<file path="src/rtl/dma_ring_pkg.sv">
package dma_ring_pkg;
  localparam int DW        = 32;
  localparam int WORD_B    = 4;
  localparam int DESC_WRDS = 3;

  typedef enum logic [1:0] {ST_IDLE, ST_FETCH, ST_PH1, ST_PH2} st_e;

  function automatic logic [DW-1:0] half_swap(input logic [DW-1:0] d);
    return {d[23:16], d[31:24], d[7:0], d[15:8]};
  endfunction
endpackage

</file>
<file path="src/rtl/dma_cfg_check.sv">
module dma_cfg_check #(
  parameter int WW = 6
) (
  input  logic [WW-1:0] mem_width_i,
  input  logic [WW-1:0] dev_width_i,
  output logic          cfg_err_o,
  output logic          swap_o,
  output logic [2:0]    beat_bytes_o
);
  function automatic logic legal(input logic [WW-1:0] w);
    return (w == WW'(8)) || (w == WW'(16)) || (w == WW'(32));
  endfunction

  assign cfg_err_o = !(legal(mem_width_i) && legal(dev_width_i));
  assign swap_o    = (mem_width_i == WW'(32)) && (dev_width_i == WW'(16));

  always_comb begin
    case (dev_width_i)
      WW'(8):  beat_bytes_o = 3'd1;
      WW'(16): beat_bytes_o = 3'd2;
      default: beat_bytes_o = 3'd4;
    endcase
  end
endmodule

</file>
<file path="src/rtl/dma_dev_counter.sv">
module dma_dev_counter #(
  parameter int AW = 32
) (
  input  logic          clk_i,
  input  logic          rst_ni,
  input  logic          clr_i,
  input  logic          inc_i,
  input  logic [2:0]    step_i,
  output logic [AW-1:0] cnt_o
);
  always_ff @(posedge clk_i or negedge rst_ni) begin
    if (!rst_ni)    cnt_o <= '0;
    else if (clr_i) cnt_o <= '0;
    else if (inc_i) cnt_o <= cnt_o + AW'(step_i);
  end

  assert_count_step_R9: assert property (@(posedge clk_i) disable iff (!rst_ni)
    (inc_i && !clr_i) |=> (cnt_o == $past(cnt_o) + AW'($past(step_i))));
  assert_count_clear_R9: assert property (@(posedge clk_i) disable iff (!rst_ni)
    clr_i |=> (cnt_o == '0));
endmodule

</file>
<file path="src/rtl/dma_ring_engine.sv">
module dma_ring_engine
  import dma_ring_pkg::*;
#(
  parameter int AW = 32,
  parameter int WW = 6
) (
  input  logic          clk_i,
  input  logic          rst_ni,
  input  logic          start_i,
  input  logic          abort_i,
  input  logic [AW-1:0] ring_base_i,
  input  logic          dir_in_i,
  input  logic [WW-1:0] mem_width_i,
  input  logic [WW-1:0] dev_width_i,
  output logic          cfg_err_o,
  output logic          swap_o,
  output logic          busy_o,
  output logic          link_done_o,
  output logic [AW-1:0] dev_count_o,
  output logic          mem_rd_req_o,
  output logic [AW-1:0] mem_rd_addr_o,
  input  logic          mem_rd_ack_i,
  input  logic [DW-1:0] mem_rd_data_i,
  output logic          mem_wr_req_o,
  output logic [AW-1:0] mem_wr_addr_o,
  output logic [DW-1:0] mem_wr_data_o,
  input  logic          mem_wr_ack_i,
  output logic          dev_req_o,
  output logic [DW-1:0] dev_wdata_o,
  input  logic          dev_ack_i,
  input  logic [DW-1:0] dev_rdata_i
);
  localparam int IDX_W = $clog2(DESC_WRDS);

  st_e             st_q;
  logic [IDX_W-1:0] idx_q;
  logic [AW-1:0]   link_q, cnt_q, buf_q, next_q;
  logic [DW-1:0]   data_q;
  logic            abort_q, link_q_pulse;
  logic [2:0]      beat_bytes;
  logic [AW-1:0]   beat;
  logic            stop, last, ph1_done, ph2_done, go, dev_hs;
  logic [DW-1:0]   src, src_x;

  dma_cfg_check #(.WW(WW)) u_cfg (
    .mem_width_i  (mem_width_i),
    .dev_width_i  (dev_width_i),
    .cfg_err_o    (cfg_err_o),
    .swap_o       (swap_o),
    .beat_bytes_o (beat_bytes)
  );

  assign beat     = AW'(beat_bytes);
  assign stop     = abort_i || abort_q;
  assign last     = cnt_q <= beat;
  assign go       = (st_q == ST_IDLE) && start_i && !cfg_err_o;

  assign busy_o        = st_q != ST_IDLE;
  assign link_done_o   = link_q_pulse;
  assign dev_req_o     = (st_q == ST_PH1 && dir_in_i) || (st_q == ST_PH2 && !dir_in_i);
  assign mem_rd_req_o  = (st_q == ST_FETCH) || (st_q == ST_PH1 && !dir_in_i);
  assign mem_rd_addr_o = (st_q == ST_FETCH) ? link_q + AW'({idx_q, 2'b00}) : buf_q;
  assign mem_wr_req_o  = (st_q == ST_PH2) && dir_in_i;
  assign mem_wr_addr_o = buf_q;
  assign mem_wr_data_o = data_q;
  assign dev_wdata_o   = data_q;

  assign ph1_done = dir_in_i ? dev_ack_i : mem_rd_ack_i;
  assign ph2_done = dir_in_i ? mem_wr_ack_i : dev_ack_i;
  assign dev_hs   = dev_req_o && dev_ack_i;
  assign src      = dir_in_i ? dev_rdata_i : mem_rd_data_i;
  assign src_x    = swap_o ? half_swap(src) : src;

  dma_dev_counter #(.AW(AW)) u_cnt (
    .clk_i  (clk_i),
    .rst_ni (rst_ni),
    .clr_i  (go),
    .inc_i  (dev_hs),
    .step_i (beat_bytes),
    .cnt_o  (dev_count_o)
  );

  always_ff @(posedge clk_i or negedge rst_ni) begin
    if (!rst_ni) begin
      st_q         <= ST_IDLE;
      idx_q        <= '0;
      link_q       <= '0;
      cnt_q        <= '0;
      buf_q        <= '0;
      next_q       <= '0;
      data_q       <= '0;
      abort_q      <= 1'b0;
      link_q_pulse <= 1'b0;
    end else begin
      link_q_pulse <= 1'b0;
      if (abort_i && st_q != ST_IDLE) abort_q <= 1'b1;
      case (st_q)
        ST_IDLE: begin
          abort_q <= 1'b0;
          if (go) begin
            st_q   <= ST_FETCH;
            idx_q  <= '0;
            link_q <= ring_base_i;
          end
        end
        ST_FETCH: begin
          if (stop) begin
            st_q <= ST_IDLE;
          end else if (mem_rd_ack_i) begin
            case (idx_q)
              IDX_W'(0): cnt_q  <= AW'(mem_rd_data_i);
              IDX_W'(1): buf_q  <= AW'(mem_rd_data_i);
              default:   next_q <= AW'(mem_rd_data_i);
            endcase
            if (idx_q == IDX_W'(DESC_WRDS - 1)) begin
              idx_q <= '0;
              if (cnt_q == '0) begin
                link_q_pulse <= 1'b1;
                link_q       <= AW'(mem_rd_data_i);
              end else begin
                st_q <= ST_PH1;
              end
            end else begin
              idx_q <= idx_q + 1'b1;
            end
          end
        end
        ST_PH1: begin
          if (ph1_done) begin
            data_q <= src_x;
            st_q   <= ST_PH2;
          end else if (stop) begin
            st_q <= ST_IDLE;
          end
        end
        default: begin
          if (ph2_done) begin
            buf_q <= buf_q + beat;
            if (last) begin
              cnt_q        <= '0;
              link_q_pulse <= 1'b1;
              link_q       <= next_q;
              st_q         <= stop ? ST_IDLE : ST_FETCH;
            end else begin
              cnt_q <= cnt_q - beat;
              st_q  <= stop ? ST_IDLE : ST_PH1;
            end
          end
        end
      endcase
    end
  end

  // input-side assumptions
  assert_ack_gated_R5: assert property (@(posedge clk_i) disable iff (!rst_ni)
    (mem_wr_ack_i |-> mem_wr_req_o) and (mem_rd_ack_i |-> mem_rd_req_o));
  assert_cfg_held_R2: assert property (@(posedge clk_i) disable iff (!rst_ni)
    (busy_o && $past(busy_o)) |-> ($stable(dir_in_i) && $stable(mem_width_i) && $stable(dev_width_i)));
  // behaviour
  assert_start_blocked_R2: assert property (@(posedge clk_i) disable iff (!rst_ni)
    (!busy_o && cfg_err_o) |=> !busy_o);
  assert_link_single_R7: assert property (@(posedge clk_i) disable iff (!rst_ni)
    link_done_o |=> !link_done_o);
  assert_link_fetch_R7: assert property (@(posedge clk_i) disable iff (!rst_ni)
    (link_done_o && busy_o) |-> mem_rd_req_o);
  assert_stop_cause_R10: assert property (@(posedge clk_i) disable iff (!rst_ni)
    $fell(busy_o) |-> $past(abort_i || abort_q));
endmodule

</file>
<file path="config.mk">
export PLATFORM = sky130hd
export DESIGN_NAME = dma_ring_engine
export DESIGN_NICKNAME = d
export VERILOG_FILES = /design/src/rtl/dma_ring_pkg.sv /design/src/rtl/dma_cfg_check.sv /design/src/rtl/dma_dev_counter.sv /design/src/rtl/dma_ring_engine.sv
export SDC_FILE = /design/constraint.sdc
export NUM_CORES = 1
export LEC_CHECK = 0
export ABC_CLOCK_PERIOD_IN_PS = 5330
export BUFFER_PORTS_ARGS = -buffer_cell sky130_fd_sc_hd__buf_2
export CELL_PAD_IN_SITES_DETAIL_PLACEMENT = 0
export CELL_PAD_IN_SITES_GLOBAL_PLACEMENT = 2
export CORE_MARGIN = 8
export CORE_UTILIZATION = 35
export DETAILED_ROUTE_END_ITERATION = 10
export PLACE_DENSITY = 0.95
export SLEW_MARGIN = 30
export SYNTH_ARGS = -nofsm -noshare
export SYNTH_HDL_FRONTEND = slang
export SYNTH_SLANG_ARGS = --single-unit
</file>
<file path="constraint.sdc">
create_clock -name clk_i -period 5.33 [get_ports clk_i]
set_input_delay 1.066 -clock clk_i [delete_from_list [all_inputs] [get_ports clk_i]]
set_output_delay 1.066 -clock clk_i [all_outputs]
set_load 0.01 [all_outputs]
</file>
# Yosys cells after proc, flatten, opt, wreduce, memory -nomap -nowiden
# Index checks and enable logic that the tools add are counted.
# word_totals
regBits	198
inputBits	116
word_cells	134
# classes
addsub	5
order_cmp	1
eq_ne	22
mux	53
bitwise_logic	4
reduce_logical	39
# op_table
operator	n
$mux W32	21
$pmux W32 S2	2
$pmux W32 S3	1
$add A32 B3 Y32	2
$add A32 B4 Y32	1
$le A32 B3 Y1	1
$logic_not A32 Y1	1
$sub A32 B3 Y32	1
$mux W2	14
$eq A6 B4 Y1 const B	2
$eq A6 B5 Y1 const B	2
$eq A6 B6 Y1 const B	2
$mux W1	11
$logic_and A1 B1 Y1	10
$reduce_and A5 Y1	2
$reduce_bool A2 Y1	5
$ne A3 B3 Y1 const B	3
$ne A2 B1 Y1 const B	4
$reduce_and A4 Y1	2
$reduce_and A8 Y1	1
$logic_or A1 B1 Y1	7
$eq A2 B2 Y1 const B	3
$ne A2 B2 Y1 const B	3
$pmux W2 S3	1
14 further kinds	22

# Longest topological paths before layout
# logic_depth
depth_word	7
mapped_depth	13

# Cells and area by module
# A second synthesis with hierarchy kept.
# unflattened
hier_cells	1306
hier_area_um2	12563.3
# modules_own_cells
module	instances	cells_each	area_per_inst_um2
dma_ring_engine	1	1096	10642.7
dma_dev_counter	1	196	1814.2
dma_cfg_check	1	14	106.4

# Worst setup path after synthesis
# Ideal clock, no wire load.
# synth_path
path_kind	input to register
from	input port dev_width_i[1]
to	register cnt_q[26]
t_arrival_ns	3.962
t_required_ns	5.195
path_slack_ns	1.234
stages	11
path_cell_list	or3_1 > nor4b_2 > inv_1 > fa_1 > a2111o_1 > or3_1 > clkbuf_1 > nor2_1 > a21oi_1 > o21ai_0 > o21ai_0
# synth_via
elab_chain_cells	6
# synth_rtl
element	line	source
start, declared	dma_ring_engine.sv:14	input logic [WW-1:0] dev_width_i,
$eq A6 B5 Y1 or $eq A6 B4 Y1 (tied branches)	dma_cfg_check.sv:18	case (dev_width_i)
$pmux W3 S2 *	dma_cfg_check.sv:18	
$sub A32 B3 Y32 or $le A32 B3 Y1 (tied branches)	dma_ring_engine.sv:145, dma_ring_engine.sv:55	
$mux W32 *	dma_ring_engine.sv:139	if (last) begin
$mux W32 *	dma_ring_engine.sv:137	if (ph2_done) begin
$pmux W32 S2 *	dma_ring_engine.sv:97	case (st_q)
end signal, assigned	dma_ring_engine.sv:111	IDX_W'(0): cnt_q <= AW'(mem_rd_data_i);
end signal, assigned	dma_ring_engine.sv:145	cnt_q <= cnt_q - beat;
end, declared	dma_ring_engine.sv:37	logic [AW-1:0] link_q, cnt_q, buf_q, next_q;
# Every way passes the cells marked *; elsewhere a longest branch is shown, timed or not. The select of a mux whose other input is x is not followed.
# A chain may end at the register's enable or synchronous reset.

# Worst setup path after layout
# layout_path
from	register idx_q[0]
to	output port mem_rd_addr_o[24]
# layout_via
elab_chain_cells	2
# layout_rtl
element	line	source
start, declared	dma_ring_engine.sv:36	logic [IDX_W-1:0] idx_q;
start signal, assigned	dma_ring_engine.sv:124	idx_q <= idx_q + 1'b1;
$add A32 B4 Y32	dma_ring_engine.sv:62	assign mem_rd_addr_o = (st_q == ST_FETCH) ? link_q + AW'({idx_q, 2'b00}) : buf_q;
$mux W32	dma_ring_engine.sv:62	
end, declared	dma_ring_engine.sv:21	output logic [AW-1:0] mem_rd_addr_o,
# No other way between the ends.

==> results.ini <==
[power_and_ir_drop]
powerDensity_mw_per_mm2=561
power.leakage_nw=6.56
p_int_w=0.00430
ir_worst_vdd_v=0.000315
pwr-share-clk_pct=16.8
pwr-share-seq_pct=34.3
switching_power_w=0.00376
power_w=0.00806
combinationalPowerShare_pct=48.9
netSwitchingFraction_pct=46.6

[synthesis]
syn-num-nets=1539
synth_seq_area_share_pct=40.8
ys_warn_count=0
async_reset_ff_share_pct=100
syn_avg_cell_area_um2=8.66
synth_ff_type=dfrtp_1
ys_top_cells_by_count=198 x dfrtp_1, 149 x o21ai_0, 140 x nand2_1, 129 x a21oi_1, 115 x nor2_1
synth.top_cell.area_share_pct=40.8
yosysTopAreaCell=dfrtp_1
synth_cell_types=72
synth-edff-count=0
syn-cell-area_mm2=0.0122
ys_ff_latch=198
synth_cells=1404
yosysMostFrequentCell=dfrtp_1
yosys-top-cells-area=dfrtp_1 41%, o21ai_0 6.1%, a21oi_1 5.3%

[timing]
final_hold_viol_count=0
rsz0062_at_grt=false
worst_slew_pin_slew_ns=0.868
setup_slack_ns=1.14
finalCritPeriodShare_pct=78.7
fmax_mhz=238
setup_viol=0
drv_slew=0
maxSlewHeadroom_pct=41.4
fin_crit_ns=4.19
finalSetupTns_ns=0
fin_skew_ns=0.0141

[routing]
ant_nets=0
vias=11655
firstDrtPassIters=5
vias_per_cell=5.61
drc_errors=0
wirelength_um=45900
initialDrtViolationCount=841
detail_route.wl_per_cell_um=22.1

[floorplan]
fp.coreArea_mm2=0.0344
die_y_um=202
std_cell_rows=68
start_util_pct=35.4
io_pins=283
die_w_um=202
die_area_mm2=0.0410

[clocking]
cts.sinks=198
cts_tree=built
clkTransAtPathRegs_ns=0.07
cts_root_buf=clkbuf_16
cts-buffers-inserted=17
cts_hold_buffers=0
h-tree-depth=4
ctsResizeCount=0
clockBufferDepth=2
worstSkewPairLatency_ns=0.45
cts_setup_buffers=0

[layout]
layout-drive-gt1-share_pct=25.5
fin_area_mm2=0.0144
regArea_mm2=0.00495
syn2layout_area_growth_pct=18.3
nNetsFinal=1741
multi_input_area_mm2=0.00656
fill_cells=3492

[global_route]
grt_pass1_wl_um=70400
globalRouteTotalUtil_pct=22.0
grt_max_degree=120
antenna_found_initial=8
gr-total-overflow=0
grt_pass1_vias=11486

[place]
post_dp_cell_area_mm2=0.0138
io_buffers=282
place.gp.congestion=0.911
dp_hpwl_um=34100
pre_cts_ws_ns=0.934

[worst_hold_path]
min_path_type=flop to flop

[worst_setup_path]
endpoint_kind=primary output
r2r_setup_slack_ns=1.88
startpoint_type=flop
crit_fanout=7
crit_type=flop to primary output
cp.arrival_ns=3.13
required_ns=4.26

[flow_run]
cap_viol_max_count=0

[run_status]
status=complete, no violations

[final timing paths]
| kind | from | endpoint | cells past startpoint |
|---|---|---|---|
| worst max-delay path | idx_q[0] | mem_rd_addr_o[24] | 11 |
| worst min-delay path | next_q[31] | next_q[31] | 2 |
| worst max register to register | st_q[1] | cnt_q[14] | 8 |
| worst min register to register | next_q[31] | next_q[31] | 2 |
| max in group asynchronous | rst_ni | mem_wr_addr_o[17] | 2 |
| min in group asynchronous | rst_ni | next_q[11] | 1 |
[worst max-delay path, cell delays in order, from the launching register on]
cell and delay [ns]:
dfrtp_1 0.47, ha_1 0.22, inv_1 0.06, fa_1 0.42
nand4b_1 0.27, nor4_1 0.34, buf_4 0.23, nand2_1 0.08
nor2_1 0.13, xnor2_1 0.08, a21oi_1 0.22, buf_2 0.18
[layout make-up]
type	count	area share [%]
Tap cell	455	3.96
Sequential cell	198	34.5
Timing Repair Buffer	305	11.2
Clock buffer	19	3.01
Clock inverter	13	1.11
Inverter	22	0.574
Multi-Input combinational cell	1062	45.6
Antenna cell	4	0.0696
[kinds of logic after synthesis]
group / synth area share, %
compound gates: 20.9
mux: 7.38
simple gates: 19.0
flops: 40.8
fa+ha+maj: 2.20
xor+xnor: 4.03
buf+inv: 5.68
[state kept, by name, summed over array words and instances (netlist names)]
signal         count
cnt_q             32
dev_wdata_o       32
link_q            32
mem_wr_addr_o     32
next_q            32
u_cnt.cnt_o       32
idx_q              2
st_q               2
abort_q            1
link_done_o        1
[power groups by stage]
stage | sequential (W) | combinational, W | clock, W
CTS | 0.00275 | 0.00395 | 0.00138
global route | 0.00286 | 0.00436 | 0.00144
detailed placement | 0.00278 | 0.00394 | 0
global placement | 0.00276 | 0.00387 | 0
finish | 0.00277 | 0.00394 | 0.00136
floorplan | 0.00266 | 0.00263 | 0
[layout by cell type, fill, tap and decap left out, types with 8 or more instances in the layout]
cell / n
a21o_1: 10
and4_1: 8
inv_1: 22
o211ai_1: 8
mux2i_1: 30
nand2_1: 140
nand3_1: 47
and2_1: 8
a22oi_1: 12
buf_4: 22
buf_2: 281
o21ai_1: 33
clkbuf_16: 18
mux2_2: 53
nand4_1: 24
or3_1: 17
xor2_1: 34
xnor2_1: 22
o22ai_1: 18
o21ai_0: 148
and3_1: 21
dfrtp_1: 198
a22o_1: 30
a21oi_1: 129
nor2_1: 114
ha_1: 13
nor3_1: 40
[per-stage QoR]
stage | hold slack, ns | util (%) | instances
after detailed placement | 0.471 | 40.1 | 2042
final | 0.486 | 41.8 | 2078
after global routing | 0.521 | 41.8 | 2075
after CTS | 0.488 | 41.8 | 2074
after floorplan | 0.450 | - | 1404
after global placement | 0.465 | 40.0 | 2042
[metal layers]
layer | share of wire, % | vias up | global-route usage (%)
met1 | 44 | 5692 | 29.4
met5 | 0.14 | - | 0
met3 | 7.4 | 52 | 5.08
li1 | - | 5468 | -
met4 | 1.8 | 10 | 5.52
met2 | 47 | 433 | 35.4
Power figures use the tool's default switching activity.
